--- src/rtl/fmma_pkg.sv ---
`timescale 1ns/1ps
package fmma_pkg;
  localparam int HALF_W        = 16;
  localparam int ELEMS_PER_SEG = 4;
  localparam int SEG_W         = HALF_W * ELEMS_PER_SEG;
  localparam int SEG_COUNT     = 2;
  localparam int VEC_W         = SEG_W * SEG_COUNT;
  localparam int ELEM_COUNT    = ELEMS_PER_SEG * SEG_COUNT;
  localparam int ELEM_IDX_W    = $clog2(ELEM_COUNT);
  localparam int STEP_COUNT    = 4;
  localparam int STEP_W        = $clog2(STEP_COUNT);
  localparam int CNT_W         = ELEM_IDX_W + STEP_W;
  // subnormal operands and results are treated as signed zero
  localparam bit FLUSH_SUBNORMALS = 1'b1;
  localparam logic [HALF_W-1:0] QNAN = 16'h7E00;

  typedef logic [HALF_W-1:0] half_t;

  typedef enum logic [STEP_W-1:0] {
    STEP_MUL_LO = 2'd0,
    STEP_MUL_HI = 2'd1,
    STEP_PAIR   = 2'd2,
    STEP_ACC    = 2'd3
  } step_e;

  typedef struct packed {
    logic                  load;
    logic                  run;
    step_e                 step;
    logic [ELEM_IDX_W-1:0] elem;
  } strobes_t;

  typedef enum logic [1:0] {ST_IDLE, ST_BUSY, ST_DONE} state_e;
endpackage

--- src/rtl/fmma_mul16.sv ---
`timescale 1ns/1ps
module fmma_mul16 import fmma_pkg::*; (
  input  half_t a,
  input  half_t b,
  output half_t p
);
  logic        sgn, aNan, bNan, aInf, bInf, aZero, bZero, guardBit, stickyBit, roundUp;
  logic [21:0] prod;
  logic [10:0] mant;
  logic [11:0] mantRnd;
  int          expI;

  always_comb begin
    sgn   = a[15] ^ b[15];
    aNan  = (&a[14:10]) && (|a[9:0]);
    bNan  = (&b[14:10]) && (|b[9:0]);
    aInf  = (&a[14:10]) && !(|a[9:0]);
    bInf  = (&b[14:10]) && !(|b[9:0]);
    aZero = !(|a[14:10]);
    bZero = !(|b[14:10]);
    prod  = 22'({1'b1, a[9:0]}) * 22'({1'b1, b[9:0]});
    expI  = int'(a[14:10]) + int'(b[14:10]) - 15;
    if (prod[21]) begin
      mant = prod[21:11]; guardBit = prod[10]; stickyBit = |prod[9:0]; expI = expI + 1;
    end else begin
      mant = prod[20:10]; guardBit = prod[9];  stickyBit = |prod[8:0];
    end
    roundUp = guardBit & (stickyBit | mant[0]);
    mantRnd = {1'b0, mant} + {11'b0, roundUp};
    if (mantRnd[11]) expI = expI + 1;

    if (aNan || bNan || (aInf && bZero) || (bInf && aZero)) p = QNAN;
    else if (aInf || bInf)   p = {sgn, 5'h1F, 10'h0};
    else if (aZero || bZero) p = {sgn, 15'h0};
    else if (expI >= 31)     p = {sgn, 5'h1F, 10'h0};
    else if (expI < 1)       p = {sgn, 15'h0};
    else                     p = {sgn, 5'(expI), mantRnd[9:0]};
  end
endmodule

--- src/rtl/fmma_add16.sv ---
`timescale 1ns/1ps
module fmma_add16 import fmma_pkg::*; (
  input  half_t a,
  input  half_t b,
  output half_t s
);
  logic        aNan, bNan, aInf, bInf, aZero, bZero, aBig, effSub, guardBit, stickyBit, roundUp;
  half_t       big, sml;
  logic [42:0] xs, ys, sum, norm;
  logic [11:0] mantRnd;
  int          shiftAmt, lead, expI;

  always_comb begin
    aNan  = (&a[14:10]) && (|a[9:0]);
    bNan  = (&b[14:10]) && (|b[9:0]);
    aInf  = (&a[14:10]) && !(|a[9:0]);
    bInf  = (&b[14:10]) && !(|b[9:0]);
    aZero = !(|a[14:10]);
    bZero = !(|b[14:10]);
    aBig  = a[14:0] >= b[14:0];
    big   = aBig ? a : b;
    sml   = aBig ? b : a;
    effSub   = a[15] ^ b[15];
    shiftAmt = int'(big[14:10]) - int'(sml[14:10]);
    // exact alignment: the larger operand is shifted up instead of the smaller one down
    xs  = 43'({1'b1, big[9:0]}) << shiftAmt;
    ys  = 43'({1'b1, sml[9:0]});
    sum = effSub ? (xs - ys) : (xs + ys);
    lead = 0;
    for (int i = 0; i < 43; i++) if (sum[i]) lead = i;
    norm      = sum << (42 - lead);
    guardBit  = norm[31];
    stickyBit = |norm[30:0];
    roundUp   = guardBit & (stickyBit | norm[32]);
    mantRnd   = {1'b0, norm[42:32]} + {11'b0, roundUp};
    expI      = int'(sml[14:10]) + lead - 10;
    if (mantRnd[11]) expI = expI + 1;

    if (aNan || bNan || (aInf && bInf && effSub)) s = QNAN;
    else if (aInf)            s = a;
    else if (bInf)            s = b;
    else if (aZero && bZero)  s = {a[15] & b[15], 15'h0};
    else if (aZero)           s = b;
    else if (bZero)           s = a;
    else if (sum == '0)       s = 16'h0000;
    else if (expI >= 31)      s = {big[15], 5'h1F, 10'h0};
    else if (expI < 1)        s = {big[15], 15'h0};
    else                      s = {big[15], 5'(expI), mantRnd[9:0]};
  end
endmodule

--- src/rtl/fmma_datapath.sv ---
`timescale 1ns/1ps
module fmma_datapath import fmma_pkg::*; (
  input  logic             clk,
  input  logic             rstN,
  input  strobes_t         ctl,
  input  logic [VEC_W-1:0] opA,
  input  logic [VEC_W-1:0] opB,
  input  logic [VEC_W-1:0] opAcc,
  output logic [VEC_W-1:0] result
);
  logic [VEC_W-1:0]      aReg, bReg, accReg;
  half_t                 prodLo, prodHi, pairSum, mulX, mulY, mulOut, addX, addY, addOut;
  logic                  kSel;
  logic [ELEM_IDX_W-1:0] aIdx, bIdx;

  // operand lane: same segment, row of A / row of B (i.e. column of B transposed)
  always_comb begin
    kSel = (ctl.step == STEP_MUL_HI);
    aIdx = {ctl.elem[ELEM_IDX_W-1:2], ctl.elem[1], kSel};
    bIdx = {ctl.elem[ELEM_IDX_W-1:2], ctl.elem[0], kSel};
    mulX = aReg[int'(aIdx)*HALF_W +: HALF_W];
    mulY = bReg[int'(bIdx)*HALF_W +: HALF_W];
    addX = (ctl.step == STEP_PAIR) ? prodLo : accReg[int'(ctl.elem)*HALF_W +: HALF_W];
    addY = (ctl.step == STEP_PAIR) ? prodHi : pairSum;
  end

  fmma_mul16 i_mul (.a(mulX), .b(mulY), .p(mulOut));
  fmma_add16 i_add (.a(addX), .b(addY), .s(addOut));

  always_ff @(posedge clk) begin
    if (!rstN) begin
      aReg <= '0; bReg <= '0; accReg <= '0;
      prodLo <= '0; prodHi <= '0; pairSum <= '0;
    end else if (ctl.load) begin
      aReg <= opA; bReg <= opB; accReg <= opAcc;
    end else if (ctl.run) begin
      case (ctl.step)
        STEP_MUL_LO: prodLo  <= mulOut;
        STEP_MUL_HI: prodHi  <= mulOut;
        STEP_PAIR:   pairSum <= addOut;
        default:     accReg[int'(ctl.elem)*HALF_W +: HALF_W] <= addOut;
      endcase
    end
  end

  assign result = accReg;
endmodule

--- src/rtl/fmma_ctrl.sv ---
`timescale 1ns/1ps
module fmma_ctrl import fmma_pkg::*; (
  input  logic     clk,
  input  logic     rstN,
  input  logic     inValid,
  input  logic     featEn,
  input  logic     outReady,
  output logic     inReady,
  output logic     outValid,
  output logic     undefFlag,
  output strobes_t ctl
);
  localparam logic [CNT_W-1:0] LAST_CNT = CNT_W'(ELEM_COUNT * STEP_COUNT - 1);

  state_e           state;
  logic [CNT_W-1:0] cnt;
  logic             accept;

  assign accept = inValid && (state == ST_IDLE);

  always_ff @(posedge clk) begin
    if (!rstN) begin
      state <= ST_IDLE; cnt <= '0; undefFlag <= 1'b0;
    end else begin
      case (state)
        ST_IDLE: if (accept) begin
          cnt       <= '0;
          undefFlag <= !featEn;
          state     <= featEn ? ST_BUSY : ST_DONE;
        end
        ST_BUSY: begin
          cnt <= cnt + 1'b1;
          if (cnt == LAST_CNT) state <= ST_DONE;
        end
        ST_DONE: if (outReady) state <= ST_IDLE;
        default: state <= ST_IDLE;
      endcase
    end
  end

  assign inReady  = (state == ST_IDLE);
  assign outValid = (state == ST_DONE);
  always_comb begin
    ctl.load = accept;
    ctl.run  = (state == ST_BUSY);
    ctl.step = step_e'(cnt[STEP_W-1:0]);
    ctl.elem = cnt[CNT_W-1:STEP_W];
  end
endmodule

--- src/rtl/fmma_unit.sv ---
`timescale 1ns/1ps
module fmma_unit import fmma_pkg::*; (
  input  logic             clk,
  input  logic             rstN,
  input  logic             inValid,
  output logic             inReady,
  input  logic             featEn,
  input  logic [VEC_W-1:0] opA,
  input  logic [VEC_W-1:0] opB,
  input  logic [VEC_W-1:0] opAcc,
  output logic             outValid,
  input  logic             outReady,
  output logic [VEC_W-1:0] result,
  output logic             undefFlag
);
  strobes_t ctl;

  fmma_ctrl i_ctrl (
    .clk(clk), .rstN(rstN), .inValid(inValid), .featEn(featEn), .outReady(outReady),
    .inReady(inReady), .outValid(outValid), .undefFlag(undefFlag), .ctl(ctl)
  );

  fmma_datapath i_dp (
    .clk(clk), .rstN(rstN), .ctl(ctl), .opA(opA), .opB(opB), .opAcc(opAcc), .result(result)
  );
endmodule

--- config.mk ---
export PLATFORM = sky130hd
export DESIGN_NAME = fmma_unit
export DESIGN_NICKNAME = d
export VERILOG_FILES = /design/src/rtl/fmma_pkg.sv /design/src/rtl/fmma_mul16.sv /design/src/rtl/fmma_add16.sv /design/src/rtl/fmma_datapath.sv /design/src/rtl/fmma_ctrl.sv /design/src/rtl/fmma_unit.sv
export SDC_FILE = /design/constraint.sdc
export NUM_CORES = 2
export LEC_CHECK = 0
export BUFFER_PORTS_ARGS = -buffer_cell sky130_fd_sc_hd__buf_2
export CORE_ASPECT_RATIO = 0.7
export CORE_MARGIN = 3
export CORE_UTILIZATION = 50
export CTS_CLUSTER_DIAMETER = 50
export DETAILED_ROUTE_END_ITERATION = 16
export HOLD_SLACK_MARGIN = 0.03
export PLACE_DENSITY = 0.8
export SLEW_MARGIN = 10
export SYNTH_ARGS = -nofsm -noshare
export SYNTH_HDL_FRONTEND = slang
export SYNTH_SLANG_ARGS = --single-unit
--- constraint.sdc ---
create_clock -name clk -period 30 [get_ports clk]
set_input_delay 3 -clock clk [delete_from_list [all_inputs] [get_ports clk]]
set_output_delay 3 -clock clk [all_outputs]
set_load 0.01 [all_outputs]
After elaboration in Yosys (flattened, before gate mapping)

Index checks and enable logic that the tools add are counted.
W data, S select, Z words.

Register bits after elaboration: 440
Bits in latches: 0
RAM bits: 0
Bits in read-only memories: 0
Bits of input ports: 389
Output and inout port bits: 131
Logic and storage cells: 190
Memories kept: 0

Add/sub/neg operators: 15
Multipliers: 1
Divide/modulo/power cells: 0
$lt $le $gt $ge: 5
Eq/ne operators: 9
Shift operators: 7
Muxes and demuxes: 78
Bitwise gates (word level): 8
Reductions and logical operators: 58

Operator list:

| cell                        | number |
|---|---|
| $mux W32                    | 44 |
| $mux W128                   | 3 |
| $shiftx A128 B8 Y16         | 3 |
| $mux W16                    | 11 |
| $bwmux W128                 | 1 |
| $shift A16 B33 Y128 const A | 1 |
| $shiftx A16 B33 Y128        | 1 |
| $mux W15                    | 7 |
| $add A32 B2 Y32 const B     | 2 |
| $ge A32 B6 Y1 const B       | 2 |
| $lt A32 B2 Y1 const B       | 2 |
| $reduce_or A10 Y1           | 5 |
| $add A43 B11 Y43            | 1 |
| $logic_not A43 Y1           | 1 |
| $mux W43                    | 1 |
| $shl A11 B32 Y43            | 1 |
| $shl A43 B32 Y43            | 1 |
| $sub A43 B11 Y43            | 1 |
| $neg A7 Y33                 | 1 |
| $add A6 B32 Y32             | 1 |
| $sub A32 B5 Y32 const B     | 1 |
| $sub A7 B32 Y32 const A     | 1 |
| $reduce_or A31 Y1           | 1 |
| $add A11 B1 Y12             | 2 |
| 32 further kinds            | 86 |

Logic depth before layout (Yosys ltp)

Word-level depth: 72
Depth in mapped cells: 78
Mapped depth without buffers: 64

By module

A second synthesis with hierarchy kept.

Cell total of the unflattened synthesis: 4484
Area, all modules: 37832.5 um^2

By module, submodules not included:

| module        | instances | cells each | area an instance (um^2) |
|---|---|---|---|
| fmma_datapath | 1         | 1996       | 20355.8 |
| fmma_add16    | 1         | 1628       | 10710.3 |
| fmma_mul16    | 1         | 813        | 6339.8 |
| fmma_ctrl     | 1         | 47         | 426.7 |

Worst setup path before layout

No wires, ideal clock.

Path kind: reg2reg
Start point: register i_ctrl.cnt[2]
End point: register i_dp.accReg[73], in the netlist i_dp.result[73]
Data arrival time: 14855 ps
Required time: 29884 ps
Path slack: 15029 ps
Cell stages (with the launch flop): 66
Cell sequence: dfxtp_1 -> clkbuf_1 -> buf_1 -> mux4_2 -> mux2i_1 -> o21a_1 -> inv_1 -> ha_1 -> nor2b_1 -> o21a_1 -> o21a_1 -> o21a_1 -> o21a_1 -> o21a_1 -> o21a_1 -> o21a_1 -> o21ai_0 -> a21oi_1 -> (+30 left out) -> clkbuf_1 -> ha_1 -> nor2_1 -> a31oi_1 -> clkbuf_1 -> clkbuf_1 -> nor2_1 -> mux2i_1 -> o22ai_2 -> and3_1 -> a211oi_1 -> and4b_1 -> and4_1 -> a31oi_2 -> a2111oi_2 -> a311oi_4 -> a211oi_1 -> a31o_2

Longest elaborated chain between the ends: 72
Elaborated cells between the ends (all ways): 95

RTL lines:

| item                                                 | RTL line                           | text |
|---|---|---|
| start, declared                                      | fmma_ctrl.sv:16                    | `logic [CNT_W-1:0] cnt;` |
| start signal, assigned                               | fmma_ctrl.sv:32                    | `cnt <= cnt + 1'b1;` |
| $shiftx A128 B8 Y16                                  | fmma_datapath.sv:23                | `addX = (ctl.step == STEP_PAIR) ? prodLo : accReg[int'(ctl.elem)*HALF_W +: HALF_W];` |
| $mux W16                                             | fmma_datapath.sv:23                |  |
| $ge A15 B15 Y1                                       | fmma_add16.sv:20                   | `aBig = a[14:0] >= b[14:0];` |
| $mux W16 or $mux W15 (tied branches)                 | fmma_add16.sv:21, fmma_add16.sv:22 |  |
| $sub A5 B5 Y6                                        | fmma_add16.sv:24                   | `shiftAmt = int'(big[14:10]) - int'(sml[14:10]);` |
| $shl A11 B32 Y43                                     | fmma_add16.sv:26                   | `xs = 43'({1'b1, big[9:0]}) << shiftAmt;` |
| $add A43 B11 Y43 or $sub A43 B11 Y43 (tied branches) | fmma_add16.sv:28                   | `sum = effSub ? (xs - ys) : (xs + ys);` |
| $mux W43                                             | fmma_add16.sv:28                   |  |
| (+56 left out)                                       | -                                  |  |
| $mux W16                                             | fmma_add16.sv:41                   | `else if (bInf) s = b;` |
| $mux W16                                             | fmma_add16.sv:40                   | `else if (aInf) s = a;` |
| $mux W16                                             | fmma_add16.sv:39                   | `if (aNan \|\| bNan \|\| (aInf && bInf && effSub)) s = QNAN;` |
| $shiftx A16 B33 Y128                                 | fmma_datapath.sv:41                | `default: accReg[int'(ctl.elem)*HALF_W +: HALF_W] <= addOut;` |
| $bwmux W128 *                                        | fmma_datapath.sv:41                |  |
| $mux W128 *                                          | fmma_datapath.sv:37                | `case (ctl.step)` |
| $mux W128 *                                          | fmma_datapath.sv:36                | `end else if (ctl.run) begin` |
| $mux W128 *                                          | fmma_datapath.sv:34                | `end else if (ctl.load) begin` |
| end signal, assigned                                 | fmma_datapath.sv:35                | `aReg <= opA; bReg <= opB; accReg <= opAcc;` |
| end signal, assigned by index                        | fmma_datapath.sv:41                |  |
| end, declared                                        | fmma_datapath.sv:11                | `logic [VEC_W-1:0] aReg, bReg, accReg;` |

Mark *: on every way between the ends. The rest lies on a longest branch, timed or not. The select of a mux whose other input is x is not followed.
A chain may end at the register's enable or synchronous reset.

Final worst setup path

Start point: register i_ctrl.cnt[2]
End point: register i_dp.accReg[92], in the netlist i_dp.result[92]

The elaborated chain is that of the path after synthesis.

==> reports/metrics.yaml <==
clk_latency_ns: 0.61
ys_seq_area_frac: 0.2387
netlist_area_um2: 36900
path_delay_family: "compound AO/OA/AOI/OAI gates"
min_period_ns: 17.84
wl_mm: 150.9
dieHeight_um: 233.3
h-tree-depth: 2
path_common_cell: "o21a_1"
layout-drive-gt1-share: 0.1824
slowest_delay_ns: 0.96
grt_pass1_vias: 36920
grt_max_degree: 265
dp_hpwl_mm: 116.2
antenna_left: 0
ff2ff_setup_slack_ns: 12.16
cts.clk_slew.worst_paths_ns: 0.06
setup_violations: 0
whs_endpoint: "i_dp.bReg[34]$_SDFFE_PN0P_"
cts_tree: "yes"
start_util: 0.5101
syn-num-nets: 5296
grt_overflow: 0
fin_crit_sh: 0.5946
max_cap_viol_count: 0
fin_nets: 5626
power_mw: 3.374
vias: 39520
num_rows: 82
final_common_cell: "nand2_1"
numPortBuffers: 519
r2r_end: "i_dp.result[92]$_SDFFE_PN0P_"
clock-sinks: 440
critical_path.max_fanout: 37
first_iter_violations: 6156
syn_area_per_cell_um2: 7.925
ys_seq_elements: 440
end_kind: "flop"
viasPerCell: 6.575
place.gp.congestion: 1.063
dr.pass1.iters: 9
slew_viol_final: 0
holdPathStages: 2
clock_skew_ns: 0.05475
worst_pin_slew_ns: 1.353
holdCritStartpoint: "i_dp.bReg[34]$_SDFFE_PN0P_"
antenna_found_initial: 25
cp_data_arrival_time_ns: 18.33
clock_path_buffers: 3
cp.depth: 57
powerDensity_nw_per_um2: 80.87
numCtsBuffers: 46
synth_edf_count: 0
cts_hold_buffers: 0
post_cts_buffers: 0
slew_headroom: 0.08967
root_buffer: "clkbuf_16"
grt_pass1_wl_mm: 225.5
drc: 0
yosysUniqueCellTypes: 130
die-area_um2: 77140
ys.flop_type: "dfxtp_1"
rr_startpoint: "i_ctrl.cnt[2]$_SDFFE_PN0P_"
gr-usage-all-layers: 0.3771
fin_setup_tns_ns: 0
yosysWarnings: 0
slowest_stage: "a31oi_1"
num_io_pins: 520
cp.buffers_inverters: 5
syn2layout_area_growth_pct: 13.07
ys_async_sr_fraction: 0
final_cell_mix: "nand2_1 (900), buf_2 (518), dfxtp_1 (438)"
worstPathRequired_ns: 30.50
leakagePower_nw: 17.54
irDropWorstVdd_mv: 0.09289
rsz0062_at_grt: "no"
max_freq_ghz: 0.05606
syn_inst: 4656
core_area_um2: 72330
wl_per_cell_um: 25.10
worstSetupPathType: "reg -> reg"
fp.dieW_um: 330.7
cts_resized: 0
outcome: "completed"
hold_viol: 0
num-fill-cells: 6506
reg2reg_depth: 57
min_path_type: "reg -> reg"
startpoint_type: "flop"
## layer usage
metal  wire length (um)  vias up  track usage  share of wire
met4               9206        4       0.2078          0.061
met3              20140      444       0.1094           0.13
met1              59800    18680       0.5122           0.40
met2              61670     2802       0.5343           0.41
li1                   -    17600            -              -
met5                 80        -     0.006394        0.00053
## worst reg2reg max path: cells and delay by family (launching register included)
family          cells  cell delay, ns
simple gates       15            3.70
mux                 8            2.56
flops               1            0.77
fa+ha+maj           3            1.25
buf+inv             5            1.31
compound gates     26            8.15
## layout make-up
class / instances / area [um^2] / share of cell area
timing repair buffer: 588 / 3138 / 0.07522
sequential: 440 / 8816 / 0.2113
tap: 966 / 1209 / 0.02897
multi-input combinational: 3726 / 26210 / 0.6284
inverter: 184 / 690.7 / 0.01656
clock inverter: 21 / 297.8 / 0.007138
clock buffer: 62 / 1292 / 0.03098
antenna: 24 / 60.06 / 0.001440
## flip-flops by register name (all words and copies together) (netlist names)
register and cells:
i_dp.aReg 128, i_dp.bReg 128, i_dp.result 128, i_dp.pairSum 16
i_dp.prodHi 16, i_dp.prodLo 16, i_ctrl.cnt 5, i_ctrl.state 2
i_ctrl.undefFlag 1
## stage by stage
step / util / setup WS, ns / hold slack, ns / area, um^2 / std cells
2_1_floorplan: - / 15.03 / 0.4248 / 36900 / 4656
3_3_place_gp: 0.5539 / 13.58 / 0.4406 / 40070 / 5904
3_5_place_dp: 0.5539 / 13.12 / 0.4563 / 40070 / 5904
4_1_cts: 0.5759 / 13.04 / 0.4653 / 41660 / 5987
5_1_grt: 0.5767 / 11.53 / 0.4844 / 41710 / 6009
6_report: 0.5768 / 12.16 / 0.4637 / 41720 / 6011
## worst max path at each step
stage / start / end / slack [ns]
6_report: i_ctrl.cnt[2]$_SDFFE_PN0P_ / i_dp.result[92]$_SDFFE_PN0P_ / 12.16
5_1_grt: i_ctrl.cnt[2]$_SDFFE_PN0P_ / i_dp.result[92]$_SDFFE_PN0P_ / 11.53
4_1_cts: i_ctrl.cnt[2]$_SDFFE_PN0P_ / i_dp.result[92]$_SDFFE_PN0P_ / 13.04
3_5_place_dp: i_ctrl.cnt[2]$_SDFFE_PN0P_ / i_dp.result[92]$_SDFFE_PN0P_ / 13.12
3_3_place_gp: i_ctrl.cnt[2]$_SDFFE_PN0P_ / i_dp.result[108]$_SDFFE_PN0P_ / 13.58
2_1_floorplan: i_ctrl.cnt[2]$_SDFFE_PN0P_ / i_dp.result[73]$_SDFFE_PN0P_ / 15.03
## Yosys cell counts (all sizes together), types with 11 or more instances
cell / count / area share
nand2: 902 / 0.092
dfxtp: 440 / 0.24
nor2: 317 / 0.032
a21boi: 275 / 0.056
o21ai: 272 / 0.038
clkbuf: 232 / 0.024
a21oi: 227 / 0.031
inv: 183 / 0.019
ha: 168 / 0.057
nor3: 114 / 0.016
mux4: 106 / 0.065
mux2i: 97 / 0.026
nand3: 94 / 0.013
fa: 83 / 0.045
a211oi: 76 / 0.017
buf: 74 / 0.011
and2: 70 / 0.012
xnor2: 63 / 0.016
o211ai: 47 / 0.0098
o211a: 45 / 0.012
a31oi: 43 / 0.0079
nor4: 40 / 0.0072
nand4: 37 / 0.0067
a221oi: 36 / 0.0096
a21o: 35 / 0.0072
o21a: 34 / 0.0070
nand2b: 31 / 0.0053
o221ai: 31 / 0.0074
or2: 31 / 0.0053
xor2: 30 / 0.0071
a22oi: 28 / 0.0057
a32oi: 27 / 0.0066
and3: 27 / 0.0047
mux2: 25 / 0.0076
o22ai: 25 / 0.0046
o31ai: 25 / 0.0054
nor2b: 24 / 0.0043
or3: 22 / 0.0037
a211o: 19 / 0.0045
a2111oi: 14 / 0.0042
o2111ai: 13 / 0.0031
a311oi: 12 / 0.0043
nor3b: 11 / 0.0022
## kinds of logic after synthesis
kind of cell	share of synthesized area
AO/OA/AOI/OAI	0.2687
multiplexers	0.09865
buffers and inverters	0.05310
AND/OR/NAND/NOR	0.2151
XOR/XNOR	0.02340
flip-flops	0.2387
adder cells (fa/ha/maj)	0.1023
## power by group
part / total, mW / internal (mW) / leakage, nW / switching, mW
clock: 0.604 / 0.349 / 0.776 / 0.254
combinational: 2.11 / 0.682 / 13.2 / 1.43
sequential: 0.656 / 0.622 / 3.61 / 0.0342
total: 3.37 / 1.65 / 17.5 / 1.72
Note: power is estimated with default switching activity, not from simulation.
